$ cat config.mk
export PLATFORM = sky130hd
export DESIGN_NAME = intr_regfile
export DESIGN_NICKNAME = d
export VERILOG_FILES = /design/src/rtl/intr_regfile_pkg.sv /design/src/rtl/intr_src_latch.sv /design/src/rtl/intr_mask_reg.sv /design/src/rtl/intr_bus_slave.sv /design/src/rtl/intr_regfile.sv
export SDC_FILE = /design/constraint.sdc
export NUM_CORES = 1
export LEC_CHECK = 0
export BUFFER_PORTS_ARGS = -buffer_cell sky130_fd_sc_hd__buf_2
export CAP_MARGIN = 40
export CORE_AREA = 2 2 67 69
export CTS_BUF_LIST = sky130_fd_sc_hd__clkbuf_2
export CTS_CLUSTER_SIZE = 25
export DETAILED_ROUTE_END_ITERATION = 16
export DIE_AREA = 0 0 69 71
export PLACE_DENSITY_LB_ADDON = 0.08
export SYNTH_ARGS = -nofsm -noshare
export SYNTH_HDL_FRONTEND = slang
export SYNTH_HIERARCHICAL = 1
export SYNTH_SLANG_ARGS = --single-unit
export TNS_END_PERCENT = 5
$ cat constraint.sdc
create_clock -name clk -period 1.4 [get_ports clk]
set_input_delay 0.07 -clock clk [delete_from_list [all_inputs] [get_ports clk]]
set_output_delay 0.07 -clock clk [all_outputs]
set_load 0.1 [all_outputs]
$ cat src/rtl/intr_regfile_pkg.sv
package intr_regfile_pkg;
  localparam int ADDR_W = 8;

  typedef enum logic [ADDR_W-1:0] {
    OFS_STAT = 8'h04,
    OFS_SET  = 8'h08,
    OFS_CLR  = 8'h0C,
    OFS_MASK = 8'h10,
    OFS_CTL  = 8'h14,
    OFS_WMK  = 8'h28
  } reg_ofs_e;

  typedef struct packed {
    logic stat_w1c;
    logic mask_set;
    logic mask_clr;
    logic ctl_wr;
    logic wmk_wr;
  } wr_strobe_t;
endpackage

$ cat src/rtl/intr_src_latch.sv
module intr_src_latch #(
  parameter int              NSRC       = 7,
  parameter logic [NSRC-1:0] LEVEL_MASK = 7'b0011000
) (
  input  logic            clk,
  input  logic            rst_n,
  input  logic [NSRC-1:0] ev_in,
  input  logic            clr_stb,
  input  logic [NSRC-1:0] clr_bits,
  output logic [NSRC-1:0] status_view
);
  localparam logic [NSRC-1:0] STICKY_MASK = ~LEVEL_MASK;

  logic [NSRC-1:0] sticky_q;
  logic [NSRC-1:0] clr_eff;
  logic [NSRC-1:0] sticky_d;

  // a clear only reaches event-type bits; an event in the same cycle wins
  always_comb begin
    clr_eff  = clr_stb ? clr_bits : '0;
    sticky_d = ((sticky_q & ~clr_eff) | ev_in) & STICKY_MASK;
  end

  always_ff @(posedge clk) begin
    if (!rst_n) sticky_q <= '0;
    else        sticky_q <= sticky_d;
  end

  for (genvar i = 0; i < NSRC; i++) begin : g_bit
    if (LEVEL_MASK[i]) begin : g_level
      assign status_view[i] = ev_in[i];
    end else begin : g_sticky
      assign status_view[i] = sticky_q[i];
    end
  end
endmodule

$ cat src/rtl/intr_mask_reg.sv
module intr_mask_reg #(
  parameter int NSRC = 7
) (
  input  logic            clk,
  input  logic            rst_n,
  input  logic            set_stb,
  input  logic            clr_stb,
  input  logic [NSRC-1:0] bits,
  output logic [NSRC-1:0] mask_q
);
  logic [NSRC-1:0] mask_d;

  always_comb begin
    mask_d = mask_q;
    if (set_stb) mask_d = mask_d | bits;
    if (clr_stb) mask_d = mask_d & ~bits;
  end

  always_ff @(posedge clk) begin
    if (!rst_n) mask_q <= '0;
    else        mask_q <= mask_d;
  end
endmodule

$ cat src/rtl/intr_bus_slave.sv
module intr_bus_slave
  import intr_regfile_pkg::*;
#(
  parameter int NSRC   = 7,
  parameter int DATA_W = 32,
  parameter int WM_W   = 8
) (
  input  logic              clk,
  input  logic              rst_n,
  input  logic              req_valid,
  output logic              req_ready,
  input  logic              req_write,
  input  logic [ADDR_W-1:0] req_addr,
  input  logic [DATA_W-1:0] req_wdata,
  output logic              rsp_valid,
  output logic [DATA_W-1:0] rsp_data,
  input  logic [NSRC-1:0]   status_view,
  input  logic [NSRC-1:0]   mask_q,
  output wr_strobe_t        wstb,
  output logic [NSRC-1:0]   wbits,
  output logic              ctl_en,
  output logic [WM_W-1:0]   wm_level
);
  logic              acc_wr;
  logic              acc_rd;
  logic [DATA_W-1:0] rdata_d;
  logic              unused_wdata;

  assign req_ready    = 1'b1;
  assign acc_wr       = req_valid && req_ready && req_write;
  assign acc_rd       = req_valid && req_ready && !req_write;
  assign wbits        = req_wdata[NSRC-1:0];
  assign unused_wdata = ^req_wdata;

  always_comb begin
    wstb = '0;
    if (acc_wr) begin
      case (req_addr)
        OFS_STAT: wstb.stat_w1c = 1'b1;
        OFS_SET:  wstb.mask_set = 1'b1;
        OFS_CLR:  wstb.mask_clr = 1'b1;
        OFS_CTL:  wstb.ctl_wr   = 1'b1;
        OFS_WMK:  wstb.wmk_wr   = 1'b1;
        default:  wstb = '0;
      endcase
    end
  end

  always_ff @(posedge clk) begin
    if (!rst_n) begin
      ctl_en   <= 1'b0;
      wm_level <= WM_W'(1);
    end else begin
      if (wstb.ctl_wr) ctl_en   <= req_wdata[0];
      if (wstb.wmk_wr) wm_level <= req_wdata[WM_W-1:0];
    end
  end

  always_comb begin
    case (req_addr)
      OFS_STAT: rdata_d = DATA_W'(status_view);
      OFS_MASK: rdata_d = DATA_W'(mask_q);
      OFS_CTL:  rdata_d = DATA_W'(ctl_en);
      OFS_WMK:  rdata_d = DATA_W'(wm_level);
      default:  rdata_d = '0;
    endcase
  end

  always_ff @(posedge clk) begin
    if (!rst_n) begin
      rsp_valid <= 1'b0;
      rsp_data  <= '0;
    end else begin
      rsp_valid <= acc_rd;
      if (acc_rd) rsp_data <= rdata_d;
    end
  end
endmodule

$ cat src/rtl/intr_regfile.sv
module intr_regfile
  import intr_regfile_pkg::*;
#(
  parameter int              NSRC       = 7,
  parameter int              DATA_W     = 32,
  parameter int              WM_W       = 8,
  parameter logic [NSRC-1:0] LEVEL_MASK = 7'b0011000
) (
  input  logic              clk,
  input  logic              rst_n,
  input  logic              req_valid,
  output logic              req_ready,
  input  logic              req_write,
  input  logic [7:0]        req_addr,
  input  logic [DATA_W-1:0] req_wdata,
  output logic              rsp_valid,
  output logic [DATA_W-1:0] rsp_data,
  input  logic [NSRC-1:0]   ev_in,
  output logic              irq,
  output logic              ctl_en,
  output logic [WM_W-1:0]   wm_level
);
  wr_strobe_t      wstb;
  logic [NSRC-1:0] wbits;
  logic [NSRC-1:0] status_view;
  logic [NSRC-1:0] mask_q;

  intr_bus_slave #(.NSRC(NSRC), .DATA_W(DATA_W), .WM_W(WM_W)) u_bus (
    .clk         (clk),
    .rst_n       (rst_n),
    .req_valid   (req_valid),
    .req_ready   (req_ready),
    .req_write   (req_write),
    .req_addr    (req_addr),
    .req_wdata   (req_wdata),
    .rsp_valid   (rsp_valid),
    .rsp_data    (rsp_data),
    .status_view (status_view),
    .mask_q      (mask_q),
    .wstb        (wstb),
    .wbits       (wbits),
    .ctl_en      (ctl_en),
    .wm_level    (wm_level)
  );

  intr_src_latch #(.NSRC(NSRC), .LEVEL_MASK(LEVEL_MASK)) u_src (
    .clk         (clk),
    .rst_n       (rst_n),
    .ev_in       (ev_in),
    .clr_stb     (wstb.stat_w1c),
    .clr_bits    (wbits),
    .status_view (status_view)
  );

  intr_mask_reg #(.NSRC(NSRC)) u_mask (
    .clk     (clk),
    .rst_n   (rst_n),
    .set_stb (wstb.mask_set),
    .clr_stb (wstb.mask_clr),
    .bits    (wbits),
    .mask_q  (mask_q)
  );

  assign irq = |(status_view & mask_q);
endmodule

Word level (Yosys, flattened, before mapping)

Index checks and enable logic that the tools add are counted.

Register bits: 56
Bits in latches: 0
Bits in writable memories: 0
Memory bits (read-only): 0
Output and inout bits: 44
Word-level logic and storage cells: 34
Memories: 0

$add $sub $neg: 0
Multipliers: 0
Div/mod/pow operators: 0
Order comparisons: 0
Equality and inequality tests: 6
Shift-type cells: 0
Muxes and demuxes: 10
Bitwise gates (word level): 7
Reductions and logical operators: 4

Operators with widths:

| kind                 | number |
|---|---|
| $pmux W8 S4          | 1 |
| $and A7 B7 Y7        | 3 |
| $mux W7              | 3 |
| $eq A8 B4 Y1 const B | 2 |
| $eq A8 B5 Y1 const B | 2 |
| $not A7 Y7           | 2 |
| $or A7 B7 Y7         | 2 |
| $eq A8 B3 Y1 const B | 1 |
| $eq A8 B6 Y1 const B | 1 |
| $reduce_or A7 Y1     | 1 |
| $mux W1              | 5 |
| $mux W5              | 1 |
| $logic_and A1 B1 Y1  | 2 |
| $logic_not A1 Y1     | 1 |

Longest topological paths before layout

Gate-level depths: netlist (run 1).

Depth in word-level cells: 7
Mapped depth: 6
Gate-level depth less buffers: 6

Hierarchy

Netlist (run 1), hierarchy kept.

Modules (own cells, without submodules):

| module         | instances | cells an instance | area each (µm²) | sequential area each (µm²) |
|---|---|---|---|---|
| intr_bus_slave | 1         | 134               | 1216.2          | 360.3 |
| intr_mask_reg  | 1         | 22                | 231.5           | 140.1 |
| intr_src_latch | 1         | 22                | 190.2           | 100.1 |
| intr_regfile   | 1         | 4                 | 30.0            | 0.0 |

Least setup slack after synthesis (run 1)

No wires, ideal clock.

Kind: reg-to-reg
Start point: reg u_bus.ctl_en
End point: reg u_bus.rsp_data[0]
Library setup time: 0.088 ns
Arrival time: 1.477 ns
Required time: 1.312 ns
Path slack: -0.165 ns
Stages on the path, launching flop included: 5
Buffers on the path: 0
Clock period less this slack: 1.565 ns
Cells stage by stage: dfxtp_1 -> mux2i_1 -> nor2_1 -> a221oi_1 -> o31ai_1

Word-level cells in the longest chain between the ends: 1

RTL lines:

| what                     | line                 | text |
|---|---|---|
| start: declaration       | intr_bus_slave.sv:21 | `output logic ctl_en,` |
| start signal: assignment | intr_bus_slave.sv:54 | `if (wstb.ctl_wr) ctl_en <= req_wdata[0];` |
| $pmux W8 S4              | intr_bus_slave.sv:60 | `case (req_addr)` |
| end signal: assignment   | intr_bus_slave.sv:75 | `if (acc_rd) rsp_data <= rdata_d;` |
| end: declaration         | intr_bus_slave.sv:16 | `output logic [DATA_W-1:0] rsp_data,` |

Every way passes these cells.
A chain may end at the register's enable or synchronous reset.

Worst setup path after layout (run 1)

Start point: reg u_mask.mask_q[0]
End point: out irq

Word-level cells in the longest chain between the ends: 2

RTL lines:

| what                     | line                | text |
|---|---|---|
| start: declaration       | intr_mask_reg.sv:9  | `output logic [NSRC-1:0] mask_q` |
| start signal: assignment | intr_mask_reg.sv:21 | `else mask_q <= mask_d;` |
| $and A7 B7 Y7            | intr_regfile.sv:64  | `assign irq = \|(status_view & mask_q);` |
| $reduce_or A7 Y1         | intr_regfile.sv:64  |  |
| end: declaration         | intr_regfile.sv:19  | `output logic irq,` |

Every way passes these cells.

==> results of run 1 <==
==> worst max-delay path, stage by stage (launching register included) <==
cell and delay [ns]:
dfxtp_1 0.35, a222oi_1 0.36, nand3_1 0.14, buf_6 0.21
==> state kept, by name, indices dropped and copies added, names as in the netlist <==
register and count:
u_src/sticky_q 5, u_bus/rsp_data 8, u_bus/ctl_en 1, u_bus/wm_level 8, u_mask/mask_q 7, u_bus/rsp_valid 1
==> timing repair <==
item / in CTS / in global routing
setup endpoints to repair: 1 / 2
pin swaps: 0 / 1
gates cloned: 0 / 0
gates resized for setup: 2 / 1
hold endpoints to repair: 21 / 0
hold buffers: 14 / 0
==> worst max-delay path by stage <==
stage / to / slack, ns / start / cells past startpoint
floorplan: u_bus/rsp_data[2] / -0.08 / u_bus/wm_level[2] / 3
finish: irq / -0.09 / u_mask/mask_q[0] / 3
global route: irq / -0.17 / u_mask/mask_q[0] / 3
detailed placement: u_mask/mask_q[3] / -0.26 / req_addr[1] / 8
global placement: u_mask/mask_q[4] / -0.15 / req_addr[1] / 8
CTS: irq / -0.14 / u_src/sticky_q[0] / 3
==> where the power goes <==
part | total [µW] | switching [µW] | internal (µW)
logic | 500 | 403 | 96.7
clock network | 416 | 293 | 123
registers | 876 | 10.0 | 866
==> metrics by stage <==
step / setup WS [ns] / util / instance area (µm²)
after floorplan: -0.0806 / - / 1750
after global placement: -0.149 / 0.437 / 1840
after detailed placement: -0.260 / 0.437 / 1840
after CTS: -0.141 / 0.481 / 2020
after global routing: -0.172 / 0.482 / 2020
final: -0.0924 / 0.482 / 2020
==> cell type report <==
cell class                      count  area, µm²  share of cell area
Clock buffer                        6       30.0              0.0148
Clock inverter                      2       8.76             0.00433
Inverter                            7       26.3              0.0130
Multi-Input combinational cell    128        837               0.413
Sequential cell                    30        603               0.298
Tap cell                           52       65.1              0.0321
Timing Repair Buffer               70        454               0.224
==> placed cells by master, fill, tap and decap left out, drive strengths merged, types with 2 or more instances in the layout <==
cell type,n
nor4,2
buf,56
nand3,13
clkinv,2
a22oi,8
clkbuf,6
o21ai,13
conb,25
nor2,6
a31oi,5
nand4,2
and2b,2
a221o,6
and2,2
a21oi,8
inv,7
nor3,7
a211oi,7
nand2,11
dfxtp,30
dlygate4sd3,14
==> per-layer routing <==
layer,routed length [µm],share of wire
met3,269,0.066
met2,2010,0.49
met1,1770,0.43
met5,0,0
met4,44,0.011
==> results.cfg, run 1 <==
[clocking]
clock_tree.buffer_depth = 2
clk_pin_slew_ns = 0.16
clk_latency_ns = 0.36
h-tree-depth = 2
cts_made_buffers = 5
clock-root-buffer = clkbuf_2
cts_tree = built
cts_sinks = 30
post_cts_buffers = 0

[run_status]
status = finished, violations left
violations = negative setup slack

[worst_setup_path]
cp-start-kind = register
reg2reg_depth = 3
reg2reg_from = u_bus/wm_level[6]
path_max_fanout = 3
crit_type = register to output port
arrival_ns = 1.42
r2r_slack_ns = 0.37
cp.required_ns = 1.33
end_kind = output port
r2r_end = u_bus/rsp_data[6]

[floorplan]
design.core.area_um2 = 4200
rows = 24
die_y_um = 71
die_w_um = 69
die_area_um2 = 4900
initial_utilization = 0.396
io-pin-count = 95

[logic_synthesis]
syn_avg_cell_area_um2 = 9.19
syn_area_um2 = 1660
syn-instance-count = 181
ys_warn_count = 6

[pwr]
power_density_nw_per_um2 = 885
fin_total_pwr_uw = 1790
p_leak_uw = 0.000903
ir_drop_uv = 474

[cells_and_area]
nFillCells = 428
final_nets = 293
stdcell_count = 295
layout-drive-gt1-share = 0.342
area_growth_pct = 21.7
antenna_cells = 0

[drt]
dr.pass1.iters = 4
wire_per_inst_um = 13.9
num_vias = 1490
viasPerCell = 5.05
wirelength_um = 4100
drtIter0Drc = 82
route.detailed.drc = 0
ant_nets = 0

[global_route]
grt_use_met2 = 0.288
grt_pass1_wl_um = 6640
grt_usage = 0.169
overflow = 0
grt_antenna_before_repair = 0
grt_max_degree = 22
busiest_layer = met2
groute.layer.met1.usage = 0.215
gr-usage-met3 = 0.0442
grt_pass1_vias = 1371

[placed_design]
portBuffers = 45
dp_hpwl_um = 3160
gp_congestion = 0.791
post-place-cells = 273

[worst_hold_path]
min_delay_path_depth = 3
whs_endpoint = u_bus/wm_level[1]
hold_path_startpoint = req_valid
hp-class = input pin to register

[timing]
fin_skew_ns = 0.0143
finalWorstSetupSlack_ns = -0.0924
tns_ns = -0.0924
whs_ns = 0.107
finalSetupViolations = 1
period_needed_ns = 1.49
rsz0062_at_grt = true
hold_viol = 0
fmax_mhz = 670
drv_slew = 0
period_share = 1.07

[flow_run]
cap_violations = 0
Power figures use the tool's default switching activity.
==> inputs of run 2 (changes only) <==
--- a/config.mk
+++ b/config.mk
@@ -7,14 +7,13 @@
 export LEC_CHECK = 0
 export BUFFER_PORTS_ARGS = -buffer_cell sky130_fd_sc_hd__buf_2
 export CAP_MARGIN = 40
-export CORE_AREA = 2 2 67 69
+export CORE_AREA = 2 2 66 68
 export CTS_BUF_LIST = sky130_fd_sc_hd__clkbuf_2
 export CTS_CLUSTER_SIZE = 25
 export DETAILED_ROUTE_END_ITERATION = 16
-export DIE_AREA = 0 0 69 71
+export DIE_AREA = 0 0 68 70
 export PLACE_DENSITY_LB_ADDON = 0.08
 export SYNTH_ARGS = -nofsm -noshare
 export SYNTH_HDL_FRONTEND = slang
-export SYNTH_HIERARCHICAL = 1
 export SYNTH_SLANG_ARGS = --single-unit
 export TNS_END_PERCENT = 5
==> run 2 against run 1 <==
Effect of this change: the flow still finishes with violations (negative setup slack); clock power down 8.9%; global-route usage grew 2.1 points; register-to-register slack got worse by 0.09 ns; clock skew is 0.0084 ns lower; critical path type unchanged; largest power group unchanged.
==> results.cfg, run 2 <==
[run_status]
status = finished, violations left
violations = negative setup slack

[timing]
finalSetupViolations = 1
rsz0062_at_grt = true
max_slew_margin = 0.493
fmax_mhz = 662
finalWorstSetupSlack_ns = -0.109
tightest_slew_ns = 0.759
hold_viol = 0
fin_skew_ns = 0.00588
period_share = 1.08
drv_slew = 0
period_needed_ns = 1.51

[pwr]
power_density_nw_per_um2 = 840
p_switching_uw = 692
pwr-share-seq = 0.499
pwr-share-comb = 0.285
pwr-share-clk = 0.216
fin_total_pwr_uw = 1760
ir_drop_uv = 483
internal_power_uw = 1060
p_leak_uw = 0.000919
swShare = 0.394

[logic_synthesis]
ys_warn_count = 0
syn_area_um2 = 1620
yosysMostFrequentCell = dfxtp_1
synth_largest_area_cell = dfxtp_1
ys_seq_area_frac = 0.371
dominantRegCellSynth = dfxtp_1
ys_ff_latch = 30
synth-edff-count = 0
syn-instance-count = 174
synth.top_cell.area_share = 0.371
synthArstFlopShare = 0
synthTopCellsByCount = 30 x dfxtp_1, 26 x buf_4, 14 x a22oi_1
syn_avg_cell_area_um2 = 9.30
synth_cell_type_count = 41
synthTopCellsByArea = dfxtp_1 37%, buf_4 12%, a22oi_1 6.5%, a211oi_2 5.4%, mux2i_1 4.9%

[cells_and_area]
post-route-util = 0.505
nFillCells = 416
antenna_cells = 0
final_common_cell = buf_2
area_growth_pct = 29.2
final_cell_mix = 44 x buf_2, 28 x dfxtp_1, 25 x conb_1, 18 x buf_4, 15 x dlygate4sd3_1
layout-drive-gt1-share = 0.365
final_nets = 301

[worst_hold_path]
min_delay_path_depth = 3
hp-class = input pin to register
whs_endpoint = u_bus.ctl_en
hold_path_startpoint = req_write

[global_route]
grt_usage = 0.190
overflow = 0
grt_pass1_wl_um = 6740
grt_max_degree = 16
grt_pass1_vias = 1428
grt_antenna_before_repair = 0

[placed_design]
pre_cts_ws_ns = -0.205
portBuffers = 45
dp_hpwl_um = 3160
gp_congestion = 0.855

[drt]
viasPerCell = 4.97
wire_per_inst_um = 13.9
dr.pass1.iters = 4
wirelength_um = 4190
ant_nets = 0
num_vias = 1496
route.detailed.drc = 0
drtIter0Drc = 56

[worst_setup_path]
cp.required_ns = 1.33
r2r_end = u_bus.rsp_data[7]
arrival_ns = 1.44
cp-start-kind = register
reg2reg_from = u_bus.wm_level[7]
crit_type = register to output port
reg2reg_depth = 3
r2r_slack_ns = 0.28
path_max_fanout = 3
end_kind = output port

[clocking]
cts_made_buffers = 5
clk_latency_ns = 0.35
cts_tree = built
clk_pin_slew_ns = 0.14
clock-root-buffer = clkbuf_2
clock_tree.buffer_depth = 2
h-tree-depth = 2
cts_sinks = 30

[floorplan]
io-pin-count = 95
die_area_um2 = 4760
die_w_um = 68
initial_utilization = 0.390
design.core.area_um2 = 4140
die_y_um = 70
rows = 24

[flow_run]
cap_violations = 0
[run 2: cell types whose count changed in the layout (fill, tap and decap cells not counted), sizes merged, moves of 2 or more]
| cell | change |
|---|---|
| a41oi | +5 |
| nand3 | -11 |
| mux2i | +7 |
| a31oi | -5 |
| a21oi | +2 |
| a22oi | +6 |
| and2b | -2 |
| buf | +7 |
| inv | +3 |
| nor3 | -4 |
| nand2 | -4 |
| a221o | -6 |
| nor2 | +6 |
[run 2: kinds of logic (layout without fill, tap and decap cells)]
family	Yosys count	after routing	synth area share
other cells	2	25	0.00464
simple gates	40	40	0.175
buf+inv	42	94	0.163
flops	30	30	0.371
mux	9	9	0.0565
compound gates	51	51	0.230
[run 2: worst max-delay path, stage by stage, from the launching register on]
cell and delay (ns):
dfxtp_1 0.35, a222oi_1 0.37, nand3_1 0.16, buf_6 0.21
[run 2: worst max-delay path by stage]
stage | start | end | slack (ns) | depth (start not counted)
after floorplan | req_addr[1] | register | -0.11 | 6
after global placement | req_addr[1] | u_bus.wm_level[5] | -0.17 | 6
after detailed placement | req_addr[1] | register | -0.21 | 6
after CTS | u_src.sticky_q[0] | irq | -0.15 | 3
after global routing | register | irq | -0.21 | 3
final | register | irq | -0.11 | 3
[run 2: stage by stage]
stage	setup TNS [ns]	hold slack, ns	cell area [µm²]	instances
2_1_floorplan	-1.58	0.163	1710	197
3_3_place_gp	-3.16	0.298	1910	280
3_5_place_dp	-3.98	0.301	1910	280
4_1_cts	-0.151	0.00350	2090	301
5_1_grt	-0.214	0.0104	2090	301
6_report	-0.109	0.0284	2090	301
[run 2: power groups by stage]
stage	logic [µW]	registers [µW]	clock network, µW
after floorplan	417	900	0
after global placement	465	893	0
after detailed placement	467	894	0
after CTS	500	875	395
after global routing	524	877	435
final	501	876	379
[run 2: area by class of cell]
| cell class | count | area, µm² | share of cell area |
|---|---|---|---|
| clock buffers | 5 | 25.0 | 0.0120 |
| clock inverters | 1 | 3.75 | 0.00180 |
| inverters | 10 | 37.5 | 0.0180 |
| multi-input cells | 125 | 840 | 0.402 |
| flip-flops and latches | 30 | 603 | 0.288 |
| well taps | 52 | 65.1 | 0.0311 |
| repair buffers | 78 | 517 | 0.247 |
[run 2: metal layers]
metal  wire length [µm]  track usage
met4                 76       0.0644
met5                  0            0
met1               1820        0.239
met2               2010        0.303
met3                283       0.0564
[run 2: timing repair]
action / in CTS / in global routing
hold buffers: 15 / 0
endpoints found under the hold margin: 18 / 0
setup buffers: 0 / 0
setup endpoints to repair: 1 / 1
pin swaps: 0 / 2
gates resized for setup: 2 / 0
